$ cat config.mk
export PLATFORM = sky130hd
export DESIGN_NAME = dev_status_shadow
export DESIGN_NICKNAME = d
export VERILOG_FILES = /design/src/rtl/dss_pkg.sv /design/src/rtl/dss_host_decode.sv /design/src/rtl/dss_level_bank.sv /design/src/rtl/dss_flag.sv /design/src/rtl/dss_func_latch.sv /design/src/rtl/dev_status_shadow.sv
export SDC_FILE = /design/constraint.sdc
export NUM_CORES = 1
export LEC_CHECK = 0
export BUFFER_PORTS_ARGS = -buffer_cell sky130_fd_sc_hd__buf_2
export CAP_MARGIN = 20
export CORE_ASPECT_RATIO = 0.9
export CORE_MARGIN = 8
export CORE_UTILIZATION = 48
export CTS_BUF_LIST = sky130_fd_sc_hd__clkbuf_2 sky130_fd_sc_hd__clkbuf_4 sky130_fd_sc_hd__clkbuf_8
export DETAILED_ROUTE_END_ITERATION = 10
export PLACE_DENSITY = 0.81
export RECOVER_POWER = 25
export SLEW_MARGIN = 20
export SYNTH_ARGS = -nofsm -noshare
export SYNTH_HDL_FRONTEND = slang
export SYNTH_SLANG_ARGS = --single-unit
$ cat constraint.sdc
create_clock -name clk -period 1.66 [get_ports clk]
set_clock_uncertainty 0.15 [all_clocks]
set_input_delay 0.083 -clock clk [delete_from_list [all_inputs] [get_ports clk]]
set_output_delay 0.083 -clock clk [all_outputs]
set_load 0.01 [all_outputs]
$ cat src/rtl/dss_pkg.sv
// Package: shared command codes and sizes for the device status shadow.
// Assumes the host command code is 4 bits wide. Code values are fixed by
// the host software protocol.
package dss_pkg;
    localparam int CODE_W = 4;
    localparam logic [CODE_W-1:0] OP_WR_STATUS = 4'd1;
    localparam logic [CODE_W-1:0] OP_RAISE     = 4'd2;
    localparam logic [CODE_W-1:0] OP_POLL_FUNC = 4'd5;
    localparam logic [CODE_W-1:0] OP_RD_STATUS = 4'd6;
    localparam logic [CODE_W-1:0] OP_FETCH_LVL = 4'd13;

    // One strobe per decoded host command.
    typedef struct packed {
        logic wr_status;
        logic raise;
        logic poll_func;
        logic rd_status;
        logic fetch_lvl;
    } host_op_t;
endpackage

$ cat src/rtl/dss_host_decode.sv
// Host command decoder: turns a valid code into one-hot operation strobes.
// Assumes at most one command per cycle. Unknown codes produce no strobe.
module dss_host_decode
    import dss_pkg::*;
(
    input  logic              cmd_valid,
    input  logic [CODE_W-1:0] cmd_code,
    output host_op_t          op
);
    // Purpose: map the code to its strobe when a command is present.
    always_comb begin
        op           = '0;
        op.wr_status = cmd_valid && (cmd_code == OP_WR_STATUS);
        op.raise     = cmd_valid && (cmd_code == OP_RAISE);
        op.poll_func = cmd_valid && (cmd_code == OP_POLL_FUNC);
        op.rd_status = cmd_valid && (cmd_code == OP_RD_STATUS);
        op.fetch_lvl = cmd_valid && (cmd_code == OP_FETCH_LVL);
    end
endmodule

$ cat src/rtl/dss_level_bank.sv
// Interrupt level bank: one flop per level. A set wins over a clear in the
// same cycle. Assumes set_mask and fetch_clr never come from the same host
// command.
module dss_level_bank #(
    parameter int NUM_LVL = 3
) (
    input  logic               clk,
    input  logic               rst_n,
    input  logic [NUM_LVL-1:0] set_mask,
    input  logic [NUM_LVL-1:0] clr_mask,
    input  logic               clr_all,
    output logic [NUM_LVL-1:0] lvl
);
    for (genvar gi = 0; gi < NUM_LVL; gi++) begin : g_lvl
        // Purpose: hold one level with set-over-clear priority.
        always_ff @(posedge clk) begin
            if (!rst_n)
                lvl[gi] <= 1'b0;
            else if (set_mask[gi])
                lvl[gi] <= 1'b1;
            else if (clr_mask[gi] || clr_all)
                lvl[gi] <= 1'b0;
        end
    end
endmodule

$ cat src/rtl/dss_flag.sv
// Set/clear flag used for the operation-complete bit. Set has priority so
// that a fresh completion is never lost to a reset in the same cycle.
module dss_flag (
    input  logic clk,
    input  logic rst_n,
    input  logic set,
    input  logic clr,
    output logic flag
);
    // Purpose: hold the flag with set-over-clear priority.
    always_ff @(posedge clk) begin
        if (!rst_n)
            flag <= 1'b0;
        else if (set)
            flag <= 1'b1;
        else if (clr)
            flag <= 1'b0;
    end
endmodule

$ cat src/rtl/dss_func_latch.sv
// Function field: captures each CPU function code and is cleared by a host
// poll. A CPU load in the same cycle as a poll wins. The caller samples the
// pre-clear value for the response.
module dss_func_latch #(
    parameter int FUNC_W = 3
) (
    input  logic              clk,
    input  logic              rst_n,
    input  logic              load,
    input  logic [FUNC_W-1:0] load_val,
    input  logic              clr,
    output logic [FUNC_W-1:0] func
);
    // Purpose: store the newest function, or clear it after a poll.
    always_ff @(posedge clk) begin
        if (!rst_n)
            func <= '0;
        else if (load)
            func <= load_val;
        else if (clr)
            func <= '0;
    end
endmodule

$ cat src/rtl/dev_status_shadow.sv
// Device status and interrupt shadow for one virtual I/O device.
// Assumes one host command and one CPU command at most per cycle. All state
// uses a synchronous active-low reset. Host responses are registered and
// appear exactly one cycle after the command. They carry pre-update values.
module dev_status_shadow
    import dss_pkg::*;
#(
    parameter int DATA_W     = 16,
    parameter int NUM_LVL    = 3,
    parameter int FUNC_W     = 3,
    parameter int SENSE_FUNC = 7
) (
    input  logic              clk,
    input  logic              rst_n,
    input  logic              host_cmd_valid,
    input  logic [3:0]        host_cmd_code,
    input  logic [DATA_W-1:0] host_cmd_data,
    output logic              host_rsp_valid,
    output logic [DATA_W-1:0] host_rsp_data,
    input  logic              cpu_cmd_valid,
    input  logic [FUNC_W-1:0] cpu_func,
    input  logic              cpu_rst_mod,
    input  logic [NUM_LVL-1:0] cpu_lvl_mod,
    output logic [NUM_LVL-1:0] irq_req,
    output logic [DATA_W-1:0] cpu_dsw
);
    localparam int OPC_BIT = DATA_W - 1;
    localparam logic [FUNC_W-1:0] SENSE_CODE = FUNC_W'(SENSE_FUNC);

    host_op_t           op;
    logic               sense_rst;
    logic [NUM_LVL-1:0] lvl;
    logic [NUM_LVL-1:0] raise_mask;
    logic [NUM_LVL-1:0] clr_mask;
    logic [FUNC_W-1:0]  func_q;
    logic               opc_q;
    logic [OPC_BIT-1:0] stat_q;
    logic [DATA_W-1:0]  rsp_next;
    logic               rsp_valid_q;
    logic [DATA_W-1:0]  rsp_data_q;

    dss_host_decode u_dec (
        .cmd_valid (host_cmd_valid),
        .cmd_code  (host_cmd_code),
        .op        (op)
    );

    // Purpose: qualify the CPU sense-with-reset and form the level masks.
    always_comb begin
        sense_rst  = cpu_cmd_valid && (cpu_func == SENSE_CODE) && cpu_rst_mod;
        clr_mask   = sense_rst ? cpu_lvl_mod : '0;
        raise_mask = op.raise ? host_cmd_data[NUM_LVL-1:0] : '0;
    end

    dss_level_bank #(.NUM_LVL(NUM_LVL)) u_lvl (
        .clk      (clk),
        .rst_n    (rst_n),
        .set_mask (raise_mask),
        .clr_mask (clr_mask),
        .clr_all  (op.fetch_lvl),
        .lvl      (lvl)
    );

    dss_flag u_opc (
        .clk   (clk),
        .rst_n (rst_n),
        .set   (op.wr_status && host_cmd_data[OPC_BIT]),
        .clr   (sense_rst),
        .flag  (opc_q)
    );

    dss_func_latch #(.FUNC_W(FUNC_W)) u_func (
        .clk      (clk),
        .rst_n    (rst_n),
        .load     (cpu_cmd_valid),
        .load_val (cpu_func),
        .clr      (op.poll_func),
        .func     (func_q)
    );

    // Purpose: keep the host-written status bits other than completion.
    always_ff @(posedge clk) begin
        if (!rst_n)
            stat_q <= '0;
        else if (op.wr_status)
            stat_q <= host_cmd_data[OPC_BIT-1:0];
    end

    // Purpose: select the pre-update value that answers this host command.
    always_comb begin
        rsp_next = '0;
        if (op.fetch_lvl)
            rsp_next = {{(DATA_W-NUM_LVL){1'b0}}, lvl};
        else if (op.poll_func)
            rsp_next = {{(DATA_W-FUNC_W){1'b0}}, func_q};
        else if (op.rd_status)
            rsp_next = {opc_q, stat_q};
    end

    // Purpose: register the one-cycle response strobe and its data.
    always_ff @(posedge clk) begin
        if (!rst_n) begin
            rsp_valid_q <= 1'b0;
            rsp_data_q  <= '0;
        end else begin
            rsp_valid_q <= host_cmd_valid;
            rsp_data_q  <= host_cmd_valid ? rsp_next : '0;
        end
    end

    assign irq_req        = lvl;
    assign cpu_dsw        = {opc_q, stat_q};
    assign host_rsp_valid = rsp_valid_q;
    assign host_rsp_data  = rsp_data_q;
endmodule

# [Word level (Yosys, flattened, before mapping)]
# Index checks and enable logic that the tools add are counted.
# W data, S select, Z words.
[op_classes] n_eq_ne=6 muxes=15 n_bitwise=3 n_reduce_logical=18
[ops] op="$mux W3" count=7
[ops] op="$reduce_bool A2 Y1" count=5
[ops] op="$eq A4 B3 Y1 const B" count=2
[ops] op="$logic_and A1 B1 Y1" count=8
[ops] op="$mux W1" count=8
[ops] op="$reduce_or A5 Y1" count=1
[ops] op="$eq A4 B1 Y1 const B" count=1
[ops] op="$eq A4 B2 Y1 const B" count=1
[ops] op="$eq A4 B4 Y1 const B" count=1
[ops] op="$eq A3 B3 Y1 const B" count=1
[ops] op="$logic_or A1 B1 Y1" count=3
[ops] op="$not A1 Y1" count=3
[ops] op="$reduce_and A2 Y1" count=1
[word_totals] reg_bits=39 in_bits=31 out_inout_bits=36 word_cells=51

# [Logic depth before layout (Yosys ltp)]
# Gate-level depths: netlist of the first run.
[logic_depth] word_depth=7 ltp_mapped=5 mapped_depth_nobuf=3

# [Modules after synthesis]
# Synthesis of the first run repeated with hierarchy kept, for this count alone.
[hier_totals] cells_unflattened=152 hier_area_um2=1591.5
[modules_own_cells] mod="dev_status_shadow" n_inst=1 cells_per_inst=122 area_per_inst_um2=1253.7 seq_area_each_um2=640.6
[modules_own_cells] mod="dss_func_latch" n_inst=1 cells_per_inst=9 area_per_inst_um2=123.9 seq_area_each_um2=60.1
[modules_own_cells] mod="dss_level_bank" n_inst=1 cells_per_inst=9 area_per_inst_um2=105.1 seq_area_each_um2=60.1
[modules_own_cells] mod="dss_host_decode" n_inst=1 cells_per_inst=9 area_per_inst_um2=67.6 seq_area_each_um2=0.0
[modules_own_cells] mod="dss_flag" n_inst=1 cells_per_inst=3 area_per_inst_um2=41.3 seq_area_each_um2=20.0

# [Worst setup path after synthesis of the first run]
# Ideal clock, no wire load.
[synth_path] path_kind="input port to flip-flop" start="input port host_cmd_code[3]" end="register stat_q[10]" setup_ps=132 arrival_time_ps=916 t_required_ps=1378 path_slack_ps=462 path_stages=5 n_path_buf=2 path_cell_list="buf_6 > or3b_4 > buf_6 > o21ai_1 > a21oi_1"
[synth_via] elab_chain_len=2
[synth_lines] element="start, declared" line_no="dev_status_shadow.sv:16" source="input logic [3:0] host_cmd_code,"
[synth_lines] element="$eq A4 B1 Y1" line_no="dss_host_decode.sv:13" source="op.wr_status = cmd_valid && (cmd_code == OP_WR_STATUS);"
[synth_lines] element="$logic_and A1 B1 Y1" line_no="dss_host_decode.sv:13"
[synth_lines] element="end signal, assigned" line_no="dev_status_shadow.sv:86" source="stat_q <= host_cmd_data[OPC_BIT-1:0];"
[synth_lines] element="end, declared" line_no="dev_status_shadow.sv:37" source="logic [OPC_BIT-1:0] stat_q;"
# Every way passes these cells.
# A chain may end at the register's enable or synchronous reset.

# [Worst setup path in the final report of the first run]
[layout_path] start="input port host_cmd_code[0]" end="register u_lvl.lvl[2]"
[layout_via] elab_chain_len=4 elab_cells_between_ends=8 cone_classes="eq/ne (2); mux (2); reduce/logical (4)"
[layout_lines] element="$eq A4 B2 Y1 or $eq A4 B4 Y1 (tied branches)" line_no="dss_host_decode.sv:14, dss_host_decode.sv:17"
[layout_lines] element="$logic_and A1 B1 Y1, on equally long branches" line_no="dss_host_decode.sv:14, dss_host_decode.sv:17"
[layout_lines] element="$mux W3 or $logic_or A1 B1 Y1 (tied branches)" line_no="dev_status_shadow.sv:52, dss_level_bank.sv:21"
[layout_lines] element="$mux W1 or $reduce_bool A2 Y1 (tied branches)"
[layout_lines] element="end signal, assigned by index" line_no="dss_level_bank.sv:18" source="lvl[gi] <= 1'b0;"
[layout_lines] element="end signal, assigned by index" line_no="dss_level_bank.sv:20" source="lvl[gi] <= 1'b1;"
[layout_lines] element="end signal, assigned by index" line_no="dss_level_bank.sv:22" source="lvl[gi] <= 1'b0;"
[layout_lines] element="end, declared" line_no="dss_level_bank.sv:12" source="output logic [NUM_LVL-1:0] lvl"
# Parallel ways exist; a longest one is shown, timed or not.

==> impl_metrics.py, run 1 <==
metrics = {
    "cells_and_area": {
        "seqCellArea_um2": 781,
        "antenna_cells": 0,
        "final_util_pct": 72.9,
        "drive_gt1_share_pct": 31.6,
        "multi_input_area_um2": 622,
        "area_delta_synth_final_pct": 46.5,
        "fillers": 236,
        "final_nets": 280,
    },
    "logic_synthesis": {
        "syn_area_um2": 1500,
        "synth-edff-count": 0,
        "ys_warn_count": 0,
        "yosysSeqAreaShare_pct": 52.0,
        "syn_nets": 187,
        "synth_ff_type": "dfxtp_1",
        "async_flop_share_pct": 0,
        "synth-seq-cells": 39,
        "synth_cell_types": 28,
        "syn_avg_cell_area_um2": 9.62,
        "synthCells": 156,
    },
    "power": {
        "powerDensity_nw_per_um2": 825,
        "vdd_drop_max_mv": 0.522,
        "finalPower_uw": 1810,
        "p_leak_uw": 0.000995,
    },
    "job": {
        "timing.max_cap.violations": 0,
    },
    "clocking": {
        "cts_made_buffers": 5,
        "cts_setup_buffers": 0,
        "cts_root_buffer": "clkbuf_4",
        "cts-htree-levels": 2,
        "ctsHoldBuffers": 28,
        "insertion_delay_ps": 350,
        "ctsResizeCount": 0,
        "cts_sinks": 39,
        "cts_tree": "yes",
        "clk_pin_slew_ps": 110,
        "clockBufferDepth": 2,
    },
    "worst_setup_path": {
        "critPathMaxStageDelay_ps": 550,
        "critPathRequiredTime_ps": 1750,
        "path_cells": "buf_2 > nor2b_1 > buf_12 > a41oi_1 > a32o_1 > dlygate4sd3_1",
        "cp.arrival_ps": 1690,
        "cp-end-kind": "flip-flop",
        "path_class": "in -> reg",
        "cpMaxStageDelayCell": "dlygate4sd3_1",
        "cp-start-kind": "primary input",
        "timing.reg2reg.setup_slack_ps": 300,
        "crit_fanout": 18,
    },
    "grt": {
        "gr-total-overflow": 0,
        "grt_pass1_wl_um": 7750,
        "grt_max_degree": 19,
        "track_usage_pct": 19.2,
        "antenna_found_initial": 0,
        "grt_pass1_vias": 1610,
    },
    "route": {
        "routed_wl_um": 4840,
        "drt_iter0_drc": 175,
        "remaining_drc_errors": 0,
        "routed-via-count": 1576,
        "via_per_inst": 5.40,
        "wire_per_inst_um": 16.6,
        "drtAntennaViolNets": 0,
        "first_pass_iters": 4,
    },
    "sta": {
        "tightest_slew_ps": 500,
        "fin_crit_sh_pct": 96.6,
        "maxSlewHeadroom_pct": 66.7,
        "slew_violations": 0,
        "setup_viol": 0,
        "max_freq_mhz": 624,
        "min_period_ps": 1600,
        "rsz0062_at_grt": "no",
        "hold_viol_final": 0,
        "fin_setup_tns_ps": 0,
        "worst_slack_ps": 56.9,
    },
    "status": {
        "status": "completed",
    },
    "place": {
        "pre_cts_slack_ps": 230,
        "port_buffers": 66,
        "hpwlAfterDp_um": 3070,
        "gp_congestion": 0.939,
    },
    "hold_path": {
        "hp-class": "in -> reg",
    },
    "floorplan": {
        "pin_count": 67,
        "num_rows": 19,
        "core-area_um2": 3020,
        "initial_core_util_pct": 49.7,
        "die-area_um2": 5180,
        "chipWidth_um": 75.0,
        "die-height_um": 69.1,
    },
}
final cells by class:
| cell class | count | share of cell area [%] |
|---|---|---|
| Sequential cell | 39 | 35.5 |
| Timing Repair Buffer | 97 | 29.2 |
| Multi-Input combinational cell | 102 | 28.3 |
| Tap cell | 42 | 2.39 |
| Clock buffer | 6 | 2.33 |
| Clock inverter | 2 | 1.59 |
| Inverter | 4 | 0.683 |
final timing paths:
check             cells after the start          endpoint        startpoint
setup / recovery                      6      u_lvl.lvl[2]  host_cmd_code[0]
hold / removal                        4        u_opc.flag       cpu_func[0]
setup reg to reg                      2      u_lvl.lvl[1]      u_lvl.lvl[1]
hold reg to reg                       1  host_rsp_data[9]         stat_q[9]
critical path: cells and delay by family:
kind / cells / cell delay, ps
AOI/OAI and AO/OA: 2 / 530
buffers and inverters: 3 / 850
and+or+nand+nor: 1 / 230
synth_stat cells, types with 2 or more instances:
library cell | n | area (µm²)
buf_4 | 2 | 15.0
inv_1 | 4 | 15.0
and2_1 | 14 | 87.6
nand3_1 | 20 | 100
a21oi_1 | 19 | 95.1
or3b_4 | 2 | 22.5
nor2b_1 | 4 | 25.0
buf_2 | 2 | 10.0
nor2_1 | 3 | 11.3
o32ai_1 | 3 | 26.3
o21ai_2 | 2 | 17.5
nand2_1 | 4 | 15.0
o21ai_0 | 4 | 20.0
buf_6 | 3 | 33.8
a32o_1 | 3 | 30.0
clkbuf_1 | 3 | 11.3
o211a_1 | 3 | 30.0
dfxtp_1 | 39 | 781
o21ai_1 | 13 | 65.1
power breakdown:
| part | total (µW) | internal (µW) | switching (µW) |
|---|---|---|---|
| Combinational | 196 | 97.8 | 98.2 |
| Clock | 664 | 356 | 308 |
| Sequential | 953 | 947 | 6.19 |
logic make-up after synthesis:
family | synth area share, %
flip-flops | 52.0
AO/OA/AOI/OAI | 19.5
buffers and inverters | 5.92
AND/OR/NAND/NOR | 22.6
layout by cell type (no fill, tap or decap), types with 2 or more instances in the layout:
cell type / n
a21oi_1: 19
a32o_1: 3
and2_1: 13
buf_2: 64
buf_4: 2
clkbuf_1: 2
clkbuf_4: 5
dfxtp_1: 39
dlygate4sd3_1: 28
inv_1: 4
nand2_1: 4
nand3_1: 20
nor2_1: 3
nor2b_1: 4
o211a_1: 3
o21ai_0: 18
o32ai_1: 3
per-stage QoR:
stage	cells	instance area [µm²]	hold slack [ps]
after floorplan	156	1500	58.8
after global routing	292	2200	31.6
final	292	2200	10.3
after detailed placement	256	1850	168
after global placement	256	1850	174
after CTS	292	2210	7.96
state kept, by name, indices dropped and copies added, names as in the netlist:
signal and cells:
host_rsp_data 16, u_opc.flag 1, u_func.func 3, u_lvl.lvl 3, host_rsp_valid 1, stat_q 15
routing by layer:
metal / vias up / wire (µm) / global-route usage, %
met4: 0 / 197 / 9.78
met5: - / 0 / 0
met3: 26 / 441 / 6.36
met1: 708 / 1830 / 20.9
met2: 96 / 2370 / 31.8
li1: 746 / - / -
No activity file was read; power rests on OpenSTA's default activity.
==> run 2: changes to the inputs <==
CAP_MARGIN = 5   (was 20)
PLACE_DENSITY = 0.8   (was 0.81)
==> impl_metrics.py, run 2 (synthesis gave the netlist of run 1 again) <==
metrics = {
    "status": {
        "status": "completed",
    },
    "floorplan": {
        "num_rows": 19,
        "die-height_um": 69.1,
        "die-area_um2": 5180,
        "pin_count": 67,
        "core-area_um2": 3020,
        "chipWidth_um": 75.0,
        "initial_core_util_pct": 49.7,
    },
    "worst_setup_path": {
        "cp.arrival_ps": 1710,
        "cp-start-kind": "primary input",
        "critPathMaxStageDelay_ps": 590,
        "crit_fanout": 2,
        "cpMaxStageDelayCell": "dlygate4sd3_1",
        "path_cells": "buf_2 > dlygate4sd3_1 > nand3_1 > o21ai_0 > a21oi_1 > dlygate4sd3_1",
        "cpMostUsedCell": "dlygate4sd3_1",
        "cp-end-kind": "flip-flop",
        "path_class": "in -> reg",
        "critPathRequiredTime_ps": 1760,
    },
    "clocking": {
        "clk_pin_slew_ps": 110,
        "cts_sinks": 39,
        "cts_setup_buffers": 0,
        "clockBufferDepth": 2,
        "ctsResizeCount": 0,
        "cts_root_buffer": "clkbuf_4",
        "cts_made_buffers": 5,
        "insertion_delay_ps": 350,
        "cts_tree": "yes",
        "cts-htree-levels": 2,
    },
    "cells_and_area": {
        "drive_gt1_share_pct": 29.9,
        "multi_input_area_um2": 624,
        "seqCellArea_um2": 781,
        "final_cell_mix": "buf_2 (60), dfxtp_1 (39), dlygate4sd3_1 (32)",
        "final_nets": 284,
        "largest_reg_flops": 16,
        "area_delta_synth_final_pct": 48.2,
        "fillers": 226,
        "final_common_cell": "buf_2",
        "final_cell_count_no_fill": 296,
        "antenna_cells": 0,
    },
    "power": {
        "powerDensity_nw_per_um2": 815,
        "p_leak_uw": 0.00100,
        "vdd_drop_max_mv": 0.675,
    },
    "place": {
        "port_buffers": 66,
        "gp_congestion": 0.942,
        "placed_cells": 256,
    },
    "grt": {
        "grt_pass1_wl_um": 7780,
        "track_usage_pct": 19.2,
        "grt_pass1_vias": 1581,
        "grt_max_degree": 17,
        "gr-total-overflow": 0,
        "antenna_found_initial": 0,
    },
    "route": {
        "drt_iter0_drc": 188,
        "remaining_drc_errors": 0,
        "drtAntennaViolNets": 0,
        "wire_per_inst_um": 15.9,
        "routed-via-count": 1578,
        "first_pass_iters": 4,
        "routed_wl_um": 4690,
        "via_per_inst": 5.33,
    },
    "sta": {
        "maxSlewHeadroom_pct": 63.4,
        "slew_violations": 0,
        "fin_setup_tns_ps": 0,
        "max_freq_mhz": 622,
        "hold_viol_final": 0,
        "setup_viol": 0,
        "fin_crit_sh_pct": 96.9,
        "tightest_slew_ps": 549,
        "min_period_ps": 1610,
        "rsz0062_at_grt": "no",
    },
    "hold_path": {
        "hp-class": "in -> reg",
    },
    "job": {
        "timing.max_cap.violations": 0,
    },
}
## run 2: final cells by class
class	instances	area share, %
multi-input combinational	102	28.1
sequential	39	35.1
clock inverter	2	1.57
inverter	4	0.675
clock buffer	6	2.31
tap	42	2.36
timing repair buffer	101	29.9
## run 2: stage by stage
step | setup slack, ps | area (µm²) | power, µW | hold WS (ps) | util [%]
4_1_cts | 150 | 2240 | 1810 | 9.01 | 74.2
2_1_floorplan | 462 | 1500 | 1050 | 58.8 | -
5_1_grt | 16.4 | 2220 | 1880 | 47.3 | 73.7
3_5_place_dp | 223 | 1830 | 1110 | 165 | 60.7
3_3_place_gp | 259 | 1830 | 1110 | 169 | 60.7
6_report | 52.2 | 2220 | 1810 | 20.8 | 73.7
## run 2: worst max-delay path: cells and delay by family
kind	cells	cell delay (ps)
buffers and inverters	3	1240
AOI/OAI and AO/OA	2	260
and+or+nand+nor	1	120
## run 2: path summary, 6_finish.rpt
path / slack [ps] / end / startpoint / cells after the start
worst max register to register: 290 / u_lvl.lvl[2] / u_lvl.lvl[2] / 2
worst max-delay path: 50 / u_opc.flag / cpu_func[0] / 6
worst min-delay path: 20 / stat_q[11] / rst_n / 3
worst min register to register: 340 / host_rsp_data[11] / stat_q[11] / 1
## run 2: metal layers
layer	part of all wire (%)	global-route usage [%]	wire length [µm]
met1	38	21.3	1780
met3	9.5	6.36	446
met4	2.8	8.04	133
met5	0	0	0
met2	50	31.8	2330
## run 2: report_power, final
group	internal, µW	leakage (µW)	total (µW)	switching [µW]
clock	356	0.0000482	665	309
combinational	96.9	0.000638	193	96.3
sequential	947	0.000315	954	6.80
## run 2: what timing repair did
action / in CTS / in global routing
hold buffers: 32 / 0
endpoints found under the hold margin: 23 / 0
endpoints found under the setup margin: 0 / 0
==> run 3: changes to the inputs <==
CORE_UTILIZATION = 45   (was 48)
PLACE_DENSITY = 0.76   (was 0.8)
SETUP_SLACK_MARGIN = 0.15   (was default)
==> impl_metrics.py, run 3 (synthesis gave the netlist of run 1 again) <==
metrics = {
    "floorplan": {
        "initial_core_util_pct": 45.8,
        "num_rows": 20,
        "die-height_um": 70.8,
        "die-area_um2": 5440,
        "core-area_um2": 3280,
        "pin_count": 67,
        "chipWidth_um": 76.9,
    },
    "cells_and_area": {
        "area_delta_synth_final_pct": 40.9,
        "drive_gt1_share_pct": 27.7,
        "final_cell_mix": "buf_2 (50), dfxtp_1 (39), dlygate4sd3_1 (21)",
        "largest_reg_flops": 16,
        "final_nets": 273,
        "final_common_cell": "buf_2",
        "final_cell_count_no_fill": 287,
    },
    "route": {
        "drtAntennaViolNets": 0,
        "routed-via-count": 1481,
        "wire_per_inst_um": 15.3,
        "via_per_inst": 5.16,
        "first_pass_iters": 4,
        "drt_iter0_drc": 96,
        "remaining_drc_errors": 0,
        "routed_wl_um": 4380,
    },
    "sta": {
        "tightest_slew_ps": 679,
        "max_freq_mhz": 697,
        "fin_crit_sh_pct": 86.4,
        "hold_viol_final": 0,
        "min_period_ps": 1430,
        "setup_viol": 0,
        "maxSlewHeadroom_pct": 54.8,
        "slew_violations": 0,
        "rsz0062_at_grt": "no",
        "fin_setup_tns_ps": 0,
    },
    "worst_setup_path": {
        "critPathMaxStageDelay_ps": 560,
        "cpMostUsedCell": "dlygate4sd3_1",
        "path_cells": "dlygate4sd3_1 > buf_2 > nand2_1 > dlygate4sd3_1 > a21oi_1",
        "crit_buf_inv": 3,
        "crit_fanout": 3,
        "cp.arrival_ps": 1500,
        "r2r-end": "host_rsp_data[0]",
        "timing.reg2reg.setup_slack_ps": 560,
        "critPathRequiredTime_ps": 1720,
        "cpMaxStageDelayCell": "dlygate4sd3_1",
        "cp_top_family": "buffers and inverters",
        "rr_startpoint": "stat_q[0]",
        "r2r_cells": 3,
        "path_class": "in -> reg",
        "cp-start-kind": "primary input",
        "cp-end-kind": "flip-flop",
    },
    "hold_path": {
        "holdPathEnd": "u_lvl.lvl[2]",
        "hp-class": "in -> reg",
        "hp-start": "cpu_lvl_mod[2]",
        "hold_depth": 3,
    },
    "grt": {
        "antenna_found_initial": 0,
        "grt_max_degree": 18,
        "track_usage_pct": 16.4,
        "gr-total-overflow": 0,
        "grt_pass1_wl_um": 7140,
        "grt_pass1_vias": 1459,
    },
    "place": {
        "port_buffers": 66,
        "placed_cells": 258,
        "hpwlAfterDp_um": 2960,
        "gp_congestion": 0.833,
    },
    "clocking": {
        "clk_pin_slew_ps": 70,
        "insertion_delay_ps": 280,
        "cts_root_buffer": "clkbuf_8",
        "clockBufferDepth": 2,
        "cts_tree": "yes",
        "cts-htree-levels": 2,
        "cts_made_buffers": 5,
        "cts_sinks": 39,
    },
    "power": {
        "vdd_drop_max_mv": 0.427,
        "p_leak_uw": 0.000891,
        "powerDensity_nw_per_um2": 831,
    },
    "job": {
        "timing.max_cap.violations": 0,
    },
    "status": {
        "status": "completed",
    },
}
==> run 3: worst min-delay path: stages <==
cell and delay (ps):
buf_2 90, nand3_1 70, a32o_1 150
==> run 3: metal layers <==
metal	share of wire, %	track usage, %	vias to the layer above
li1	-	-	725
met1	40	17.3	679
met2	50	27.9	69
met3	7.4	5.70	8
met4	2.6	9.17	0
met5	0	0	-
==> run 3: worst max path at each step <==
stage                     start           endpoint  slack, ps  depth (start not counted)
2_1_floorplan  host_cmd_code[3]         stat_q[10]        460                          5
3_3_place_gp   host_cmd_code[3]   host_rsp_data[6]        260                          4
3_5_place_dp   host_cmd_code[3]  host_rsp_data[13]        220                          4
4_1_cts             cpu_func[1]     u_func.func[1]        280                          5
5_1_grt             cpu_func[1]     u_func.func[1]        170                          5
6_report            cpu_func[1]     u_func.func[1]        230                          5
==> run 3: timing repair <==
action,CTS,global route
hold buffers,21,0
endpoints found under the hold margin,22,0
buffers inserted,0,0
resized for setup,0,0
==> run 3: per-stage QoR <==
stage	total power (µW)	instance area, µm²	util (%)	hold WS (ps)	setup slack, ps
global route	1820	2110	64.5	6.34	175
CTS	1770	2130	65.1	0.236	284
detailed placement	1120	1840	56.0	170	222
global placement	1110	1840	56.0	164	259
finish	1760	2120	64.5	3.75	226
floorplan	1050	1500	-	58.8	462
==> run 3: area by class of cell <==
cell class	instances	area, µm²
multi-input cells	102	632
diodes	1	2.50
well taps	44	55.1
fillers	279	1160
repair buffers	90	543
clock buffers	6	82.6
clock inverters	1	5.00
inverters	4	15.0
flip-flops and latches	39	781
==> run 3: power by group <==
part           internal (µW)  switching (µW)  total, µW
clock network            326             297        623
registers                947            6.58        954
logic                   88.5            94.4        183
total                   1360             398       1760
